==> src/rtl/ccdh_pkg.sv <==
package ccdh_pkg;

    typedef enum logic [2:0] {
        RGN_DUMMY = 3'd0,
        RGN_OBF   = 3'd1,
        RGN_ACT   = 3'd2,
        RGN_OBR   = 3'd3,
        RGN_BLANK = 3'd4
    } region_e;

    typedef struct packed {
        logic hclk_a;
        logic hclk_b;
        logic rst_gate;
        logic cds_ref;
        logic cds_sig;
    } pix_strobe_t;

    typedef struct packed {
        logic dummy;
        logic ob;
        logic active;
        logic blank;
    } region_flags_t;

    typedef struct packed {
        logic          line_start;
        pix_strobe_t   strb;
        region_e       rgn;
        region_flags_t flg;
        logic          vt;
        logic          drain;
    } line_out_t;

    function automatic region_flags_t flags_of(region_e r);
        region_flags_t f;
        f.dummy  = (r == RGN_DUMMY);
        f.ob     = (r == RGN_OBF) || (r == RGN_OBR);
        f.active = (r == RGN_ACT);
        f.blank  = (r == RGN_BLANK);
        return f;
    endfunction

    function automatic line_out_t idle_out();
        line_out_t o;
        o.line_start    = 1'b0;
        o.strb.hclk_a   = 1'b1;
        o.strb.hclk_b   = 1'b0;
        o.strb.rst_gate = 1'b0;
        o.strb.cds_ref  = 1'b0;
        o.strb.cds_sig  = 1'b0;
        o.rgn           = RGN_BLANK;
        o.flg           = flags_of(RGN_BLANK);
        o.vt            = 1'b0;
        o.drain         = 1'b0;
        return o;
    endfunction

endpackage

==> src/rtl/ccdh_counter.sv <==
module ccdh_counter #(
    parameter int PHASES   = 4,
    parameter int LINE_PIX = 1848,
    localparam int PH_W    = $clog2(PHASES),
    localparam int PIX_W   = $clog2(LINE_PIX)
) (
    input  logic             clk,
    input  logic             rst,
    output logic [PH_W-1:0]  phase,
    output logic [PIX_W-1:0] pix,
    output logic             at_start
);

    localparam logic [PH_W-1:0]  PH_LAST  = PH_W'(PHASES - 1);
    localparam logic [PIX_W-1:0] PIX_LAST = PIX_W'(LINE_PIX - 1);

    always_ff @(posedge clk) begin
        if (rst) begin
            phase <= '0;
            pix   <= '0;
        end else if (phase == PH_LAST) begin
            phase <= '0;
            pix   <= (pix == PIX_LAST) ? '0 : pix + 1'b1;
        end else begin
            phase <= phase + 1'b1;
        end
    end

    assign at_start = (phase == '0) && (pix == '0);

endmodule

==> src/rtl/ccdh_region_dec.sv <==
module ccdh_region_dec
    import ccdh_pkg::*;
#(
    parameter int DUMMY_PIX = 28,
    parameter int OBF_PIX   = 4,
    parameter int ACT_PIX   = 1636,
    parameter int OBR_PIX   = 48,
    parameter int PIX_W     = 11
) (
    input  logic [PIX_W-1:0] pix,
    output region_e          rgn,
    output region_flags_t    flg
);

    localparam logic [PIX_W-1:0] B_OBF   = PIX_W'(DUMMY_PIX);
    localparam logic [PIX_W-1:0] B_ACT   = PIX_W'(DUMMY_PIX + OBF_PIX);
    localparam logic [PIX_W-1:0] B_OBR   = PIX_W'(DUMMY_PIX + OBF_PIX + ACT_PIX);
    localparam logic [PIX_W-1:0] B_BLANK = PIX_W'(DUMMY_PIX + OBF_PIX + ACT_PIX + OBR_PIX);

    always_comb begin
        if (pix < B_OBF)        rgn = RGN_DUMMY;
        else if (pix < B_ACT)   rgn = RGN_OBF;
        else if (pix < B_OBR)   rgn = RGN_ACT;
        else if (pix < B_BLANK) rgn = RGN_OBR;
        else                    rgn = RGN_BLANK;
    end

    assign flg = flags_of(rgn);

endmodule

==> src/rtl/ccdh_pixel_strobes.sv <==
module ccdh_pixel_strobes
    import ccdh_pkg::*;
#(
    parameter int PHASES = 4,
    localparam int PH_W  = $clog2(PHASES)
) (
    input  logic [PH_W-1:0] phase,
    input  logic            blank,
    output pix_strobe_t     strb
);

    localparam logic [PH_W-1:0] PH_HALF = PH_W'(PHASES / 2);
    localparam logic [PH_W-1:0] PH_REF  = PH_W'(1);
    localparam logic [PH_W-1:0] PH_LAST = PH_W'(PHASES - 1);

    always_comb begin
        strb.hclk_a   = blank ? 1'b1 : (phase < PH_HALF);
        strb.hclk_b   = ~strb.hclk_a;
        strb.rst_gate = !blank && (phase == '0);
        strb.cds_ref  = !blank && (phase == PH_REF);
        strb.cds_sig  = !blank && (phase == PH_LAST);
    end

endmodule

==> src/rtl/ccdh_blank_windows.sv <==
module ccdh_blank_windows #(
    parameter int BLANK_START = 1716,
    parameter int LINE_PIX    = 1848,
    parameter int VT_OFS      = 4,
    parameter int VT_PIX      = 96,
    parameter int DRAIN_OFS   = 108,
    parameter int WIDTH_W     = 8,
    parameter int PIX_W       = 11
) (
    input  logic               clk,
    input  logic               rst,
    input  logic [PIX_W-1:0]   pix,
    input  logic               at_start,
    input  logic               shutter_req,
    input  logic [WIDTH_W-1:0] shutter_width,
    output logic               vt,
    output logic               drain
);

    localparam int SUM_W = PIX_W + 1;
    localparam logic [PIX_W-1:0] VT_LO = PIX_W'(BLANK_START + VT_OFS);
    localparam logic [PIX_W-1:0] VT_HI = PIX_W'(BLANK_START + VT_OFS + VT_PIX);
    localparam logic [SUM_W-1:0] DR_LO = SUM_W'(BLANK_START + DRAIN_OFS);

    generate
        if (VT_OFS + VT_PIX > LINE_PIX - BLANK_START) begin : g_bad_vt
            $error("vertical transfer window exceeds blanking");
        end
        if (DRAIN_OFS >= LINE_PIX - BLANK_START) begin : g_bad_drain
            $error("drain start lies outside blanking");
        end
        if (WIDTH_W > PIX_W) begin : g_bad_width
            $error("drain width field wider than pixel counter");
        end
    endgenerate

    logic               armed;
    logic [WIDTH_W-1:0] width_q;
    logic [SUM_W-1:0]   dr_hi;
    logic [SUM_W-1:0]   pix_x;

    always_ff @(posedge clk) begin
        if (rst) begin
            armed   <= 1'b0;
            width_q <= '0;
        end else if (at_start) begin
            armed   <= shutter_req;
            width_q <= shutter_width;
        end
    end

    assign pix_x = {1'b0, pix};
    assign dr_hi = DR_LO + SUM_W'(width_q);
    assign vt    = (pix >= VT_LO) && (pix < VT_HI);
    assign drain = armed && (pix_x >= DR_LO) && (pix_x < dr_hi);

endmodule

==> src/rtl/ccdh_line_timing.sv <==
module ccdh_line_timing
    import ccdh_pkg::*;
#(
    parameter int PHASES    = 4,
    parameter int DUMMY_PIX = 28,
    parameter int OBF_PIX   = 4,
    parameter int ACT_PIX   = 1636,
    parameter int OBR_PIX   = 48,
    parameter int LINE_PIX  = 1848,
    parameter int VT_OFS    = 4,
    parameter int VT_PIX    = 96,
    parameter int DRAIN_OFS = 108,
    parameter int WIDTH_W   = 8
) (
    input  logic               clk,
    input  logic               rst,
    input  logic               shutter_req,
    input  logic [WIDTH_W-1:0] shutter_width,
    output logic               line_start,
    output logic               hclk_a,
    output logic               hclk_b,
    output logic               rst_gate,
    output logic               cds_ref,
    output logic               cds_sig,
    output logic [2:0]         region,
    output logic               is_dummy,
    output logic               is_ob,
    output logic               is_active,
    output logic               is_blank,
    output logic               vt_win,
    output logic               shutter_drain
);

    localparam int PH_W        = $clog2(PHASES);
    localparam int PIX_W       = $clog2(LINE_PIX);
    localparam int BLANK_START = DUMMY_PIX + OBF_PIX + ACT_PIX + OBR_PIX;

    generate
        if (PHASES < 4) begin : g_bad_phases
            $error("at least four sub-phases per pixel are required");
        end
        if (BLANK_START >= LINE_PIX) begin : g_bad_line
            $error("line has no blanking interval");
        end
    endgenerate

    logic [PH_W-1:0]  phase;
    logic [PIX_W-1:0] pix;
    logic             at_start;
    region_e          rgn;
    region_flags_t    flg;
    pix_strobe_t      strb;
    logic             vt;
    logic             drain;
    line_out_t        nxt;
    line_out_t        out_q;

    ccdh_counter #(
        .PHASES   (PHASES),
        .LINE_PIX (LINE_PIX)
    ) cnt_i (
        .clk      (clk),
        .rst      (rst),
        .phase    (phase),
        .pix      (pix),
        .at_start (at_start)
    );

    ccdh_region_dec #(
        .DUMMY_PIX (DUMMY_PIX),
        .OBF_PIX   (OBF_PIX),
        .ACT_PIX   (ACT_PIX),
        .OBR_PIX   (OBR_PIX),
        .PIX_W     (PIX_W)
    ) rgn_i (
        .pix (pix),
        .rgn (rgn),
        .flg (flg)
    );

    ccdh_pixel_strobes #(
        .PHASES (PHASES)
    ) strb_i (
        .phase (phase),
        .blank (flg.blank),
        .strb  (strb)
    );

    ccdh_blank_windows #(
        .BLANK_START (BLANK_START),
        .LINE_PIX    (LINE_PIX),
        .VT_OFS      (VT_OFS),
        .VT_PIX      (VT_PIX),
        .DRAIN_OFS   (DRAIN_OFS),
        .WIDTH_W     (WIDTH_W),
        .PIX_W       (PIX_W)
    ) win_i (
        .clk           (clk),
        .rst           (rst),
        .pix           (pix),
        .at_start      (at_start),
        .shutter_req   (shutter_req),
        .shutter_width (shutter_width),
        .vt            (vt),
        .drain         (drain)
    );

    always_comb begin
        nxt.line_start = at_start;
        nxt.strb       = strb;
        nxt.rgn        = rgn;
        nxt.flg        = flg;
        nxt.vt         = vt;
        nxt.drain      = drain;
    end

    always_ff @(posedge clk) begin
        if (rst) out_q <= idle_out();
        else     out_q <= nxt;
    end

    assign line_start    = out_q.line_start;
    assign hclk_a        = out_q.strb.hclk_a;
    assign hclk_b        = out_q.strb.hclk_b;
    assign rst_gate      = out_q.strb.rst_gate;
    assign cds_ref       = out_q.strb.cds_ref;
    assign cds_sig       = out_q.strb.cds_sig;
    assign region        = out_q.rgn;
    assign is_dummy      = out_q.flg.dummy;
    assign is_ob         = out_q.flg.ob;
    assign is_active     = out_q.flg.active;
    assign is_blank      = out_q.flg.blank;
    assign vt_win        = out_q.vt;
    assign shutter_drain = out_q.drain;

endmodule

==> config.mk <==
export PLATFORM = sky130hd
export DESIGN_NAME = ccdh_line_timing
export DESIGN_NICKNAME = d
export VERILOG_FILES = /design/src/rtl/ccdh_pkg.sv /design/src/rtl/ccdh_counter.sv /design/src/rtl/ccdh_region_dec.sv /design/src/rtl/ccdh_pixel_strobes.sv /design/src/rtl/ccdh_blank_windows.sv /design/src/rtl/ccdh_line_timing.sv
export SDC_FILE = /design/constraint.sdc
export NUM_CORES = 1
export LEC_CHECK = 0
export BUFFER_PORTS_ARGS = -buffer_cell sky130_fd_sc_hd__buf_4
export CORE_ASPECT_RATIO = 0.7
export CORE_UTILIZATION = 58
export CTS_CLUSTER_SIZE = 24
export DETAILED_ROUTE_END_ITERATION = 8
export PLACE_DENSITY = 0.88
export REMOVE_ABC_BUFFERS = 1
export SYNTH_ARGS = -nofsm -noshare
export SYNTH_HDL_FRONTEND = slang
export SYNTH_HIERARCHICAL = 1
export SYNTH_SLANG_ARGS = --single-unit
==> constraint.sdc <==
create_clock -name clk -period 4.8 [get_ports clk]
set_input_delay 0.24 -clock clk [delete_from_list [all_inputs] [get_ports clk]]
set_output_delay 0.24 -clock clk [all_outputs]
set_load 0.01 [all_outputs]
==> summary.md <==
The run finished with clean final reports. The analysis attributes to cell leakage a power of 0.986 nW. The number of distinct standard cells referenced by the synthesized netlist is 50.

The tool flagged a number of max-cap violations equal to 0. The logs give 0.00208 mm2 for the total placed instance area and 0 for the number of failing hold endpoints at the final stage. The sequential cells in the finished layout cover a total of 741 um2.

In the final design database the tool counted 253 nets. Across all register-to-register paths, the minimum setup slack is 2.38 ns. In this run, synthesis inferred 0 flip-flops with an integrated enable. In the post-synthesis netlist, the cell with the most instances is sky130_fd_sc_hd__dfxtp_1.

Classification of the worst setup path: flip-flop to flip-flop. For the overall track demand over capacity in global routing, the log shows 0.231. The routed design has 3.60 mm of wire. The clock share of power came out at 0.328. The largest area contributor in the netlist is sky130_fd_sc_hd__dfxtp_1. Total of flip-flops plus latches after synthesis: 37. For this run, design rule violations remaining after detail routing come to 0. The number of setup buffers added after CTS is 0. The run gives 37 as the number of sinks driven by the clock tree. The worst reg2reg path depth works out to 4. The total of fill cells in the finished design is 228, and the core utilization of the finished layout is 0.736. After clock tree synthesis, the clock-pin slew on the worst setup and hold paths is 0.07 ns. Counting along the longest clock path gives a buffer depth of 2.

The tools report the total of hold buffers inserted after clock tree synthesis as 0. For the latest clock arrival within the worst-skew pair, the log shows 0.28 ns. The final period demand of the worst path works out to 2.42 ns.

The run gives 0.00107 mm2 as the multi-input combinational cell area. Setup repair after global routing left no endpoint under its margin. The final route contains 1530 vias. The congestion estimate from routability-driven global placement came to 0.812. The internal power of the cells totals 469 uW.

The tools report the data required time at the worst endpoint as 4.97 ns. The logs give 0.00294 mm2 for the area of the core and 199 for the count of mapped cells out of synthesis. The via count of the first global-routing pass was 1383. The summed instance area of the synthesized netlist came out at 0.00188 mm2. The logs give 2 for the count of H-tree levels built during CTS and 26 for the boundary pin count. The worst setup path is captured at a flip-flop. Dividing the detail-routed wire length by the instance count gives 13.7 um. At the placement stage, the worst setup path has a slack of 2.45 ns. After synthesis, the cell types taking the most area are sky130_fd_sc_hd__dfxtp_1, sky130_fd_sc_hd__ha_1, sky130_fd_sc_hd__mux2i_1, sky130_fd_sc_hd__nor2_1, sky130_fd_sc_hd__nor2b_1.

Kind of launch point of the worst setup path: a flip-flop. IR analysis of the VDD net gives a maximum drop of 0.000231 V. The synthesized area divided by synthesized cell count was 9.45 um2.

The worst hold path belongs to the class primary input to flip-flop. The largest single stage delay on the critical path is 0.77 ns. The area of the die is 0.00348 mm2. After the first detailed-routing iteration, the DRC count stood at 120. The worst hold path begins at shutter_width[1]. Entering global routing, the biggest net connects 29 pins. Initial antenna violation count: 0. Standard cell with the maximum stage delay on the critical path: sky130_fd_sc_hd__nor2_1. The sequential area share after synthesis came out at 0.394. The fraction of power consumed by combinational cells came out at 0.138. The count of cells resized by post-cts repair was 0; the total non-filler cell area in the finished layout was 0.00217 mm2.

The critical path goes through or4_2, nor2_1, mux2i_1, nor2_1. Global routing finished with a remaining overflow of 0. The logs give 0.639 for the initial standard-cell utilization of the core and 164 uW for the net switching power. TritonCTS built the clock tree. The number of warnings printed during yosys synthesis came out at 6. The repair_antennas step left the layout with diodes totalling 0. Summed over all failing endpoints, the final setup total negative slack is 0 ns.

Power share of the sequential group: 0.534. For this design the ratio of total power to cell area is 292 mW/mm2. The half-perimeter wire length of the detailed placement result came out at 2.44 mm. The fraction of synthesized cell area taken by the top area cell type was 0.394. The tools report the reg-to-reg endpoint as win_i/width_q[5].

In this run the remaining antenna-violating nets after routing total 0. The tightest slew margin relative to the limit was 0.328; the floorplan row count was 16. Data arrives at the worst endpoint at 2.59 ns.

Static timing analysis puts the maximum clock frequency at 0.412 GHz. The tools report the startpoint of the worst register-to-register path as cnt_i/pix[4]. The first-pass GRT wire length was 6.22 mm.

The total power of the final layout is 633 uW, and the switching portion of total power is 0.259. The number of pins exceeding their max-slew limit in the final report is 0, and the relative area change from synthesis to final layout is 15.2%. The post-synthesis async set-or-reset flop share was 0; the x dimension of the die was 70.1 um. The first TritonRoute pass finished after 5 iterations. The tools report the number of buffers added by the clock tree synthesis step as 5. Count of final setup violators: 0.

Input and output buffers added on the ports amount to 25. The transition time of the tightest slew-check pin works out to 1.00 ns. In the routed layout, each cell is associated on average with a via count of 5.82. The die is 49.6 um tall.

Along the worst path, the maximum fanout reaches 15. In this run the clock root is driven by a sky130_fd_sc_hd__clkbuf_8. Hold timing on the final database bottoms out at a slack of 0.191 ns. The share of the cycle needed by the critical path after routing was 0.505. In the synthesized netlist, the cells that appear most often are sky130_fd_sc_hd__dfxtp_1, sky130_fd_sc_hd__nor2_1, sky130_fd_sc_hd__ha_1.

The most used flip-flop cell after synthesis is sky130_fd_sc_hd__dfxtp_1. Between clock sinks in the finished design, the worst skew comes to 0.00213 ns. In this run, placement finished with an instance count of 255.

The count of cells in the finished layout, fillers not included, comes to 263. The hold-critical path depth came out at 3. Counting stages on the worst path, the most repeated cell is sky130_fd_sc_hd__nor2_1. Worst min-delay path endpoint: win_i/width_q[1]. The fraction of final layout cells sized beyond drive strength 1 was 0.211; the post-route worst setup slack was 2.38 ns.
==> registers in the layout (all words and copies together) (netlist names) <==
signal         flops
hclk_b             1
line_start         1
vt_win             1
win_i/width_q      8
cds_ref            1
cds_sig            1
is_ob              1
rst_gate           1
shutter_drain      1
is_active          1
region             3
cnt_i/phase        2
hclk_a             1
cnt_i/pix         11
is_blank           1
is_dummy           1
win_i/armed        1
==> power by group through the flow <==
stage               clock (mW)  sequential, mW  combinational [mW]
floorplan                    0           0.344              0.0542
global placement             0           0.343              0.0831
detailed placement           0           0.344              0.0865
CTS                      0.212           0.338              0.0884
global route             0.228           0.340              0.0983
finish                   0.207           0.338              0.0876
==> area by class of cell <==
type / instances / share of cell area
Timing Repair Buffer: 25 / 0.0866
Sequential cell: 37 / 0.342
Clock buffer: 5 / 0.0318
Clock inverter: 3 / 0.00808
Multi-Input combinational cell: 147 / 0.494
Tap cell: 36 / 0.0208
Inverter: 10 / 0.0173
==> how the worst max path moves through the flow <==
stage	start	end	depth (start not counted)
2_1_floorplan	cnt_i/pix[4]	win_i/armed	4
3_3_place_gp	cnt_i/pix[4]	win_i/width_q[2]	4
3_5_place_dp	cnt_i/pix[4]	win_i/width_q[7]	4
4_1_cts	cnt_i/pix[4]	win_i/width_q[5]	4
5_1_grt	cnt_i/pix[4]	win_i/width_q[5]	4
6_report	cnt_i/pix[4]	win_i/width_q[5]	4
==> worst max-delay path: cells and delay by family (launching register included) <==
family,cells,cell delay [ns]
AND/OR/NAND/NOR,3,1.53
flip-flops,1,0.47
multiplexers,1,0.30
==> layout by cell type, fill, tap and decap left out, types with 2 or more instances in the layout <==
cell                       instances
sky130_fd_sc_hd__buf_4            25
sky130_fd_sc_hd__a31oi_1           3
sky130_fd_sc_hd__clkbuf_8          5
sky130_fd_sc_hd__nor3b_1           3
sky130_fd_sc_hd__ha_1             16
sky130_fd_sc_hd__nand4_2           3
sky130_fd_sc_hd__o21ai_0           5
sky130_fd_sc_hd__clkinv_2          2
sky130_fd_sc_hd__inv_1            10
sky130_fd_sc_hd__mux2i_1           9
sky130_fd_sc_hd__nor2b_1           9
sky130_fd_sc_hd__or3_2             2
sky130_fd_sc_hd__o211ai_1          4
sky130_fd_sc_hd__a21oi_1          11
sky130_fd_sc_hd__dfxtp_1          37
sky130_fd_sc_hd__nand4_1           4
sky130_fd_sc_hd__o31ai_1           2
sky130_fd_sc_hd__nor2_1           19
sky130_fd_sc_hd__and3_2            2
sky130_fd_sc_hd__xor2_1            3
sky130_fd_sc_hd__nand2_1          10
sky130_fd_sc_hd__or2_1             3
sky130_fd_sc_hd__nor3_1            5
sky130_fd_sc_hd__or3_1             3
sky130_fd_sc_hd__nand2b_1          3
sky130_fd_sc_hd__and2b_1           4
sky130_fd_sc_hd__a21o_1            2
==> metal layers <==
| metal | share of wire | track usage | vias up |
|---|---|---|---|
| met5 | 0 | 0 | - |
| met4 | 0.014 | 0.0933 | 0 |
| met3 | 0.071 | 0.0757 | 8 |
| met1 | 0.45 | 0.286 | 696 |
| li1 | - | - | 770 |
| met2 | 0.47 | 0.373 | 56 |
==> kinds of logic (layout without fill, tap and decap cells) <==
group                    after synthesis  in the layout  synth area share
adder cells (fa/ha/maj)               16             16             0.106
multiplexers                           9              9            0.0479
flip-flops                            37             37             0.394
XOR/XNOR                               4              4            0.0186
AND/OR/NAND/NOR                       84             84             0.277
AO/OA/AOI/OAI                         34             34             0.119
buffers and inverters                 15             43            0.0373
No activity file was read; power rests on OpenSTA's default activity.
